### src/rtl/cirq_pkg.sv
package cirq_pkg;
  localparam int DW = 8;
  localparam int AW = 3;

  // register map
  localparam logic [AW-1:0] A_EVT   = 3'd0;
  localparam logic [AW-1:0] A_IEN   = 3'd1;
  localparam logic [AW-1:0] A_CTRL  = 3'd2;
  localparam logic [AW-1:0] A_RXCNT = 3'd3;
  localparam logic [AW-1:0] A_RXDAT = 3'd4;
  localparam logic [AW-1:0] A_TXDAT = 3'd5;
  localparam logic [AW-1:0] A_TXCNT = 3'd6;

  // event bit positions (software decodes these)
  localparam int EV_RXRDY  = 7;
  localparam int EV_RXTRIG = 6;
  localparam int EV_PKTEND = 5;
  localparam int EV_RXOVF  = 4;
  localparam int EV_TXEMP  = 3;
  localparam int EV_TXTRIG = 2;
  localparam int EV_TXUND  = 1;
  localparam int EV_MINLEN = 0;

  // control bit positions
  localparam int CT_RXCLR = 0;
  localparam int CT_TXCLR = 1;
  localparam int CT_TXLVL = 2;
  localparam int CT_RXLVL = 4;

  // receive trigger level: code 0 means a single byte, else quarters of depth
  function automatic int unsigned rx_level(logic [1:0] code, int unsigned depth);
    return (code == 2'd0) ? 1 : int'(code) * (depth / 4);
  endfunction

  // transmit trigger level: quarters of depth, code 0 means empty
  function automatic int unsigned tx_level(logic [1:0] code, int unsigned depth);
    return int'(code) * (depth / 4);
  endfunction
endpackage

### src/rtl/cirq_fifo.sv
module cirq_fifo #(
  parameter int DEPTH = 32,
  parameter int W     = 8
) (
  input  logic                       clk,
  input  logic                       rst_n,
  input  logic                       clr,
  input  logic                       push,
  input  logic [W-1:0]               din,
  input  logic                       pop,
  output logic [W-1:0]               dout,
  output logic [$clog2(DEPTH+1)-1:0] count,
  output logic                       full,
  output logic                       empty
);
  localparam int PW = $clog2(DEPTH);
  localparam int CW = $clog2(DEPTH+1);
  localparam logic [CW-1:0] FULL_CNT = CW'(DEPTH);
  localparam logic [CW-1:0] ONE      = CW'(1);

  logic [W-1:0]  mem [DEPTH];
  logic [PW-1:0] wp, rp;
  logic          do_push, do_pop;

  assign full    = (count == FULL_CNT);
  assign empty   = (count == '0);
  assign do_push = push && !full && !clr;
  assign do_pop  = pop && !empty && !clr;
  assign dout    = mem[rp];

  always_ff @(posedge clk) begin
    if (do_push) mem[wp] <= din;
  end

  always_ff @(posedge clk) begin
    if (!rst_n || clr) begin
      wp    <= '0;
      rp    <= '0;
      count <= '0;
    end else begin
      if (do_push) wp <= wp + PW'(1);
      if (do_pop)  rp <= rp + PW'(1);
      case ({do_push, do_pop})
        2'b10:   count <= count + ONE;
        2'b01:   count <= count - ONE;
        default: count <= count;
      endcase
    end
  end
endmodule

### src/rtl/cirq_evt.sv
module cirq_evt #(
  parameter int RX_CW = 6,
  parameter int TX_CW = 5
) (
  input  logic             smp_valid,
  input  logic             rx_full,
  input  logic             rx_clr,
  input  logic [RX_CW-1:0] rx_count,
  input  logic [RX_CW-1:0] rx_lvl,
  input  logic             tx_ready,
  input  logic             tx_empty,
  input  logic             tx_clr,
  input  logic [TX_CW-1:0] tx_count,
  input  logic [TX_CW-1:0] tx_lvl,
  input  logic             pkt_end,
  input  logic             min_len,
  output logic [7:0]       ev_set
);
  import cirq_pkg::*;

  logic             rx_acc, rx_ovf, rx_reach;
  logic             tx_take, tx_drain, tx_low;
  logic [RX_CW:0]   rx_after;
  logic [TX_CW:0]   tx_lvl_p1;

  assign rx_acc    = smp_valid && !rx_full && !rx_clr;
  assign rx_ovf    = smp_valid &&  rx_full && !rx_clr;
  assign rx_after  = {1'b0, rx_count} + {{RX_CW{1'b0}}, 1'b1};
  assign rx_reach  = rx_acc && (rx_after >= {1'b0, rx_lvl});

  assign tx_take   = tx_ready && !tx_empty && !tx_clr;
  assign tx_lvl_p1 = {1'b0, tx_lvl} + {{TX_CW{1'b0}}, 1'b1};
  assign tx_drain  = tx_take && (tx_count == TX_CW'(1));
  assign tx_low    = tx_take && ({1'b0, tx_count} <= tx_lvl_p1);

  always_comb begin
    ev_set            = '0;
    ev_set[EV_RXRDY]  = rx_acc || rx_ovf;
    ev_set[EV_RXTRIG] = rx_reach;
    ev_set[EV_PKTEND] = pkt_end;
    ev_set[EV_RXOVF]  = rx_ovf;
    ev_set[EV_TXEMP]  = tx_drain;
    ev_set[EV_TXTRIG] = tx_low;
    ev_set[EV_TXUND]  = tx_ready && tx_empty;
    ev_set[EV_MINLEN] = min_len;
  end
endmodule

### src/rtl/cirq_status.sv
module cirq_status #(
  parameter int W = 8
) (
  input  logic         clk,
  input  logic         rst_n,
  input  logic [W-1:0] ev_set,
  input  logic         w1c_en,
  input  logic [W-1:0] w1c_mask,
  input  logic         ien_we,
  input  logic [W-1:0] ien_d,
  output logic [W-1:0] evt,
  output logic [W-1:0] ien,
  output logic         irq
);
  for (genvar i = 0; i < W; i++) begin : g_bit
    always_ff @(posedge clk) begin
      if (!rst_n)
        evt[i] <= 1'b0;
      else if (ev_set[i])
        evt[i] <= 1'b1;
      else if (w1c_en && w1c_mask[i])
        evt[i] <= 1'b0;
    end
  end

  always_ff @(posedge clk) begin
    if (!rst_n)      ien <= '0;
    else if (ien_we) ien <= ien_d;
  end

  assign irq = |(evt & ien);
endmodule

### src/rtl/cir_fifo_irq_ctrl.sv
module cir_fifo_irq_ctrl #(
  parameter int RX_DEPTH = 32,
  parameter int TX_DEPTH = 16
) (
  input  logic       clk,
  input  logic       rst_n,
  input  logic       smp_valid,
  input  logic [7:0] smp_data,
  input  logic       pkt_end,
  input  logic       min_len,
  input  logic       reg_wr,
  input  logic       reg_rd,
  input  logic [2:0] reg_addr,
  input  logic [7:0] reg_wdata,
  output logic [7:0] reg_rdata,
  output logic       tx_valid,
  output logic [7:0] tx_data,
  input  logic       tx_ready,
  output logic       irq
);
  import cirq_pkg::*;

  localparam int RX_CW = $clog2(RX_DEPTH+1);
  localparam int TX_CW = $clog2(TX_DEPTH+1);

  logic             wr_evt, wr_ien, wr_ctrl, wr_tx, rd_rx;
  logic             rx_clr, tx_clr;
  logic [1:0]       rx_code, tx_code;
  logic [RX_CW-1:0] rx_count, rx_lvl;
  logic [TX_CW-1:0] tx_count, tx_lvl;
  logic             rx_full, rx_empty, tx_full, tx_empty;
  logic [DW-1:0]    rx_dout;
  logic [7:0]       ev_set, evt, ien;

  assign wr_evt  = reg_wr && (reg_addr == A_EVT);
  assign wr_ien  = reg_wr && (reg_addr == A_IEN);
  assign wr_ctrl = reg_wr && (reg_addr == A_CTRL);
  assign wr_tx   = reg_wr && (reg_addr == A_TXDAT);
  assign rd_rx   = reg_rd && (reg_addr == A_RXDAT);
  assign rx_clr  = wr_ctrl && reg_wdata[CT_RXCLR];
  assign tx_clr  = wr_ctrl && reg_wdata[CT_TXCLR];

  always_ff @(posedge clk) begin
    if (!rst_n) begin
      rx_code <= '0;
      tx_code <= '0;
    end else if (wr_ctrl) begin
      rx_code <= reg_wdata[CT_RXLVL +: 2];
      tx_code <= reg_wdata[CT_TXLVL +: 2];
    end
  end

  assign rx_lvl = RX_CW'(rx_level(rx_code, RX_DEPTH));
  assign tx_lvl = TX_CW'(tx_level(tx_code, TX_DEPTH));

  cirq_fifo #(.DEPTH(RX_DEPTH), .W(DW)) u_rx (
    .clk(clk), .rst_n(rst_n), .clr(rx_clr),
    .push(smp_valid), .din(smp_data), .pop(rd_rx),
    .dout(rx_dout), .count(rx_count), .full(rx_full), .empty(rx_empty)
  );

  cirq_fifo #(.DEPTH(TX_DEPTH), .W(DW)) u_tx (
    .clk(clk), .rst_n(rst_n), .clr(tx_clr),
    .push(wr_tx), .din(reg_wdata), .pop(tx_ready),
    .dout(tx_data), .count(tx_count), .full(tx_full), .empty(tx_empty)
  );

  assign tx_valid = !tx_empty;

  cirq_evt #(.RX_CW(RX_CW), .TX_CW(TX_CW)) u_evt (
    .smp_valid(smp_valid), .rx_full(rx_full), .rx_clr(rx_clr),
    .rx_count(rx_count), .rx_lvl(rx_lvl),
    .tx_ready(tx_ready), .tx_empty(tx_empty), .tx_clr(tx_clr),
    .tx_count(tx_count), .tx_lvl(tx_lvl),
    .pkt_end(pkt_end), .min_len(min_len), .ev_set(ev_set)
  );

  cirq_status #(.W(8)) u_stat (
    .clk(clk), .rst_n(rst_n), .ev_set(ev_set),
    .w1c_en(wr_evt), .w1c_mask(reg_wdata),
    .ien_we(wr_ien), .ien_d(reg_wdata),
    .evt(evt), .ien(ien), .irq(irq)
  );

  always_comb begin
    reg_rdata = '0;
    case (reg_addr)
      A_EVT:   reg_rdata = evt;
      A_IEN:   reg_rdata = ien;
      A_CTRL:  reg_rdata = {2'b00, rx_code, tx_code, 2'b00};
      A_RXCNT: reg_rdata = 8'(rx_count);
      A_RXDAT: reg_rdata = rx_empty ? '0 : rx_dout;
      A_TXCNT: reg_rdata = 8'(tx_count);
      default: reg_rdata = '0;
    endcase
  end

  logic unused_ok;
  assign unused_ok = tx_full;
endmodule

### config.mk
export PLATFORM = sky130hd
export DESIGN_NAME = cir_fifo_irq_ctrl
export DESIGN_NICKNAME = d
export VERILOG_FILES = /design/src/rtl/cirq_pkg.sv /design/src/rtl/cirq_fifo.sv /design/src/rtl/cirq_evt.sv /design/src/rtl/cirq_status.sv /design/src/rtl/cir_fifo_irq_ctrl.sv
export SDC_FILE = /design/constraint.sdc
export NUM_CORES = 1
export LEC_CHECK = 0
export BUFFER_PORTS_ARGS = -buffer_cell sky130_fd_sc_hd__buf_4
export CAP_MARGIN = 10
export CORE_UTILIZATION = 60
export CTS_CLUSTER_DIAMETER = 150
export CTS_CLUSTER_SIZE = 12
export DETAILED_ROUTE_END_ITERATION = 10
export PLACE_DENSITY = 0.82
export SETUP_SLACK_MARGIN = 0.02
export SLEW_MARGIN = 40
export SYNTH_ARGS = -nofsm -noshare
export SYNTH_HDL_FRONTEND = slang
export SYNTH_SLANG_ARGS = --single-unit
### constraint.sdc
create_clock -name clk -period 3.7 [get_ports clk]
set_input_delay 0 -clock clk [delete_from_list [all_inputs] [get_ports clk]]
set_output_delay 0 -clock clk [all_outputs]
set_load 0.02 [all_outputs]
==> flow_summary.toml <==
[sta]
rsz0062_at_grt = "no"
drv_slew = 0
final.setup.worst_slack_ns = 0.330
finalHoldViolations = 6
tns_ns = 0
slew-limit-headroom_pct = 44.5
holdWs_ns = -0.00864
max_freq_mhz = 297
period_needed_ns = 3.37
worst_pin_slew_ns = 0.830
min_period_over_period_pct = 91.1
skew_ns = 0.0188
setup_viol = 0

[logic_synthesis]
synthSimpleGateAreaFrac_pct = 6.88
synthCells = 1122
synth_adder_area_share_pct = 1.57
syn_area_um2 = 18400
yosys_warnings = 0
synth_xor_area_share_pct = 1.05
ys_ff_latch = 442
synth_flop_cell = "edfxtp_1"
ys_types = 68
async_reset_ff_share_pct = 0
avgSynthCellArea_um2 = 16.4
yosysTopAreaCellShare_pct = 62.8
synth_seq_area_share_pct = 69.1
synth_edf_count = 384
synth.most_common_cell = "edfxtp_1"
synth_nets = 1172
synth_compound_area_share_pct = 5.13
synth_top_family_by_area = "multiplexers"
synth_common_cells = "edfxtp_1 (384), nor2_1 (97), mux2i_1 (89), mux4_2 (76), nand2_1 (72)"
synth.area.top_cells = "edfxtp_1 (63%), mux4_2 (9.3%), dfxtp_1 (6.3%)"
muxShareOfSynthArea_pct = 14.3
post-synth-top-area-cell = "edfxtp_1"

[critical_path]
worstPathRequired_ns = 4.15
crit_type = "reg2reg"
slowest_stage = "dfxtp_1"
critPathBufInv = 3
worst_setup_path_start_kind = "register"
crit_family = "simple AND/OR/NAND/NOR gates"
worstSetupEndpointType = "register"
cp_max_fo = 10
cp.arrival_ns = 3.82
path_cells = "inv_1, ha_1, nor4b_4, a221oi_4, inv_1, ha_1, xor2_1, ha_1, inv_1, or4_1, a31oi_1, nor4_1, nor3_1"
max_stage_delay_ns = 0.58

[outcome]
violations = "hold timing"
status = "finished with violations"

[die]
placementRows = 63
die_width_um = 177
die_h_um = 177
core_um2 = 29900
num_io_pins = 45
die_area_um2 = 31300
initial_core_util_pct = 61.5

[placement]
preCtsSetupSlack_ns = 0.388
dpl.hpwl_mm = 23.9
place_area_um2 = 19200
io_buffer_count = 44
dp_cells = 1526
gp_congestion = 0.909

[route]
via_per_inst = 6.32
drtIter0Drc = 1180
m1WireLength_mm = 15.6
wl_mm = 38.9
via_count = 10224
dr_wl_met3_mm = 2.83
wl_per_cell_um = 24.1
route.detailed.drc = 0
wl_met2_mm = 19.3
highest_layer = "met4"
postRouteAntennaNets = 0
first_pass_iters = 5

[global_routing]
overflow = 0
grt_pass1_vias = 10028
grt_use_total_pct = 25.3
grt_first_pass_wirelength_mm = 58.3
grt_max_degree = 46
antenna_found_initial = 0

[finish]
finish.utilization_pct = 69.1
nNetsFinal = 1258
drive_gt1_share_pct = 18.1
area_growth_pct = 12.5
instances_no_fill = 1617
diodes = 0
stdcell_area_um2 = 20700

[power_and_ir_drop]
p_leak_nw = 6.52
cellPowerDensity_nw_per_um2 = 518
finalPower_mw = 10.7
vdd_drop_max_mv = 0.403

[clock_network]
path_clk_slew_ns = 0.07
cts_setup_buffers = 0
numCtsBuffers = 42
cts_max_level = 2
cts_root_buf = "clkbuf_16"
clock_latency_ns = 0.54
clockBufferDepth = 3
cts_tree = "built"
cts.sinks = 442

[job]
drv_cap = 0

[hold_path]
hold_class = "in2reg"
==> timing repair <==
| item | 4_1_cts | 5_1_grt |
|---|---|---|
| hold endpoints to repair | 407 | 0 |
| gates resized for setup | 0 | 0 |
| endpoints found under the setup margin | 0 | 0 |
| hold buffers | 28 | 0 |
==> metal layers <==
metal	up-vias	track usage (%)
met1	5088	34.1
li1	4544	-
met4	0	8.55
met5	-	0
met2	492	42.6
met3	100	3.63
==> sequential cells by signal, indices dropped and copies added (netlist names), named ones only <==
signal      count
u_rx.mem      256
u_rx.count      6
u_stat.evt      8
u_tx.wp         4
u_tx.rp         4
u_tx.mem      128
tx_code         2
u_tx.count      5
u_stat.ien      8
u_rx.rp         5
u_rx.wp         5
rx_code         2
==> final timing paths <==
check,from,endpoint,slack (ns),depth (start not counted)
min,reg_addr[2],u_stat.ien[5]$_SDFFE_PN0P_,-0.009,4
min reg2reg,u_stat.ien[5]$_SDFFE_PN0P_,u_stat.ien[5]$_SDFFE_PN0P_,0.49,2
max,u_rx.count[0]$_SDFFE_PP0P_,u_rx.count[4]$_SDFFE_PP0P_,0.33,13
max reg2reg,u_rx.count[0]$_SDFFE_PP0P_,u_rx.count[4]$_SDFFE_PP0P_,0.33,13
==> cells in the final DEF, fill, tap and decap left out, drive strengths merged, types with 4 or more instances in the layout <==
cell / netlist / layout
o211ai: 7 / 7
a221oi: 10 / 10
o21ai: 11 / 11
a21oi: 21 / 21
xor2: 13 / 13
nor3: 7 / 7
nor2b: 20 / 20
edfxtp: 384 / 384
clkbuf: 24 / 60
nand2: 73 / 73
dfxtp: 58 / 58
a22oi: 33 / 33
inv: 24 / 24
a31oi: 6 / 6
nor2: 98 / 98
nand3b: 4 / 4
nand4: 15 / 15
mux4: 76 / 76
nand2b: 6 / 6
xnor2: 9 / 9
dlygate4sd3: 0 / 28
a21boi: 9 / 9
or3: 4 / 4
o21a: 4 / 4
nand3: 9 / 9
nor4b: 6 / 6
ha: 23 / 23
and2: 4 / 4
mux2i: 89 / 89
buf: 36 / 74
==> power by group <==
group / switching, mW / total, mW / internal [mW]
clock: 1.72 / 3.84 / 2.12
combinational: 0.672 / 1.27 / 0.593
sequential: 0.0926 / 5.59 / 5.49
==> logic make-up after synthesis <==
family / Yosys count
compound gates: 124
buf+inv: 84
simple gates: 260
fa+ha+maj: 23
flops: 442
mux: 167
xor+xnor: 22
==> area by class of cell <==
class	count	area, um2
sequential	442	12700
fill	1854	9220
multi-input combinational	596	5330
clock buffer	60	1140
timing repair buffer	102	873
tap	390	488
inverter	24	90.1
clock inverter	3	36.3
==> worst min-delay path, cell delays in order <==
cell,delay [ns]
buf_4,0.20
nor3_2,0.14
nand2_1,0.08
a21boi_0,0.07
(Power assumes the default switching activity.)
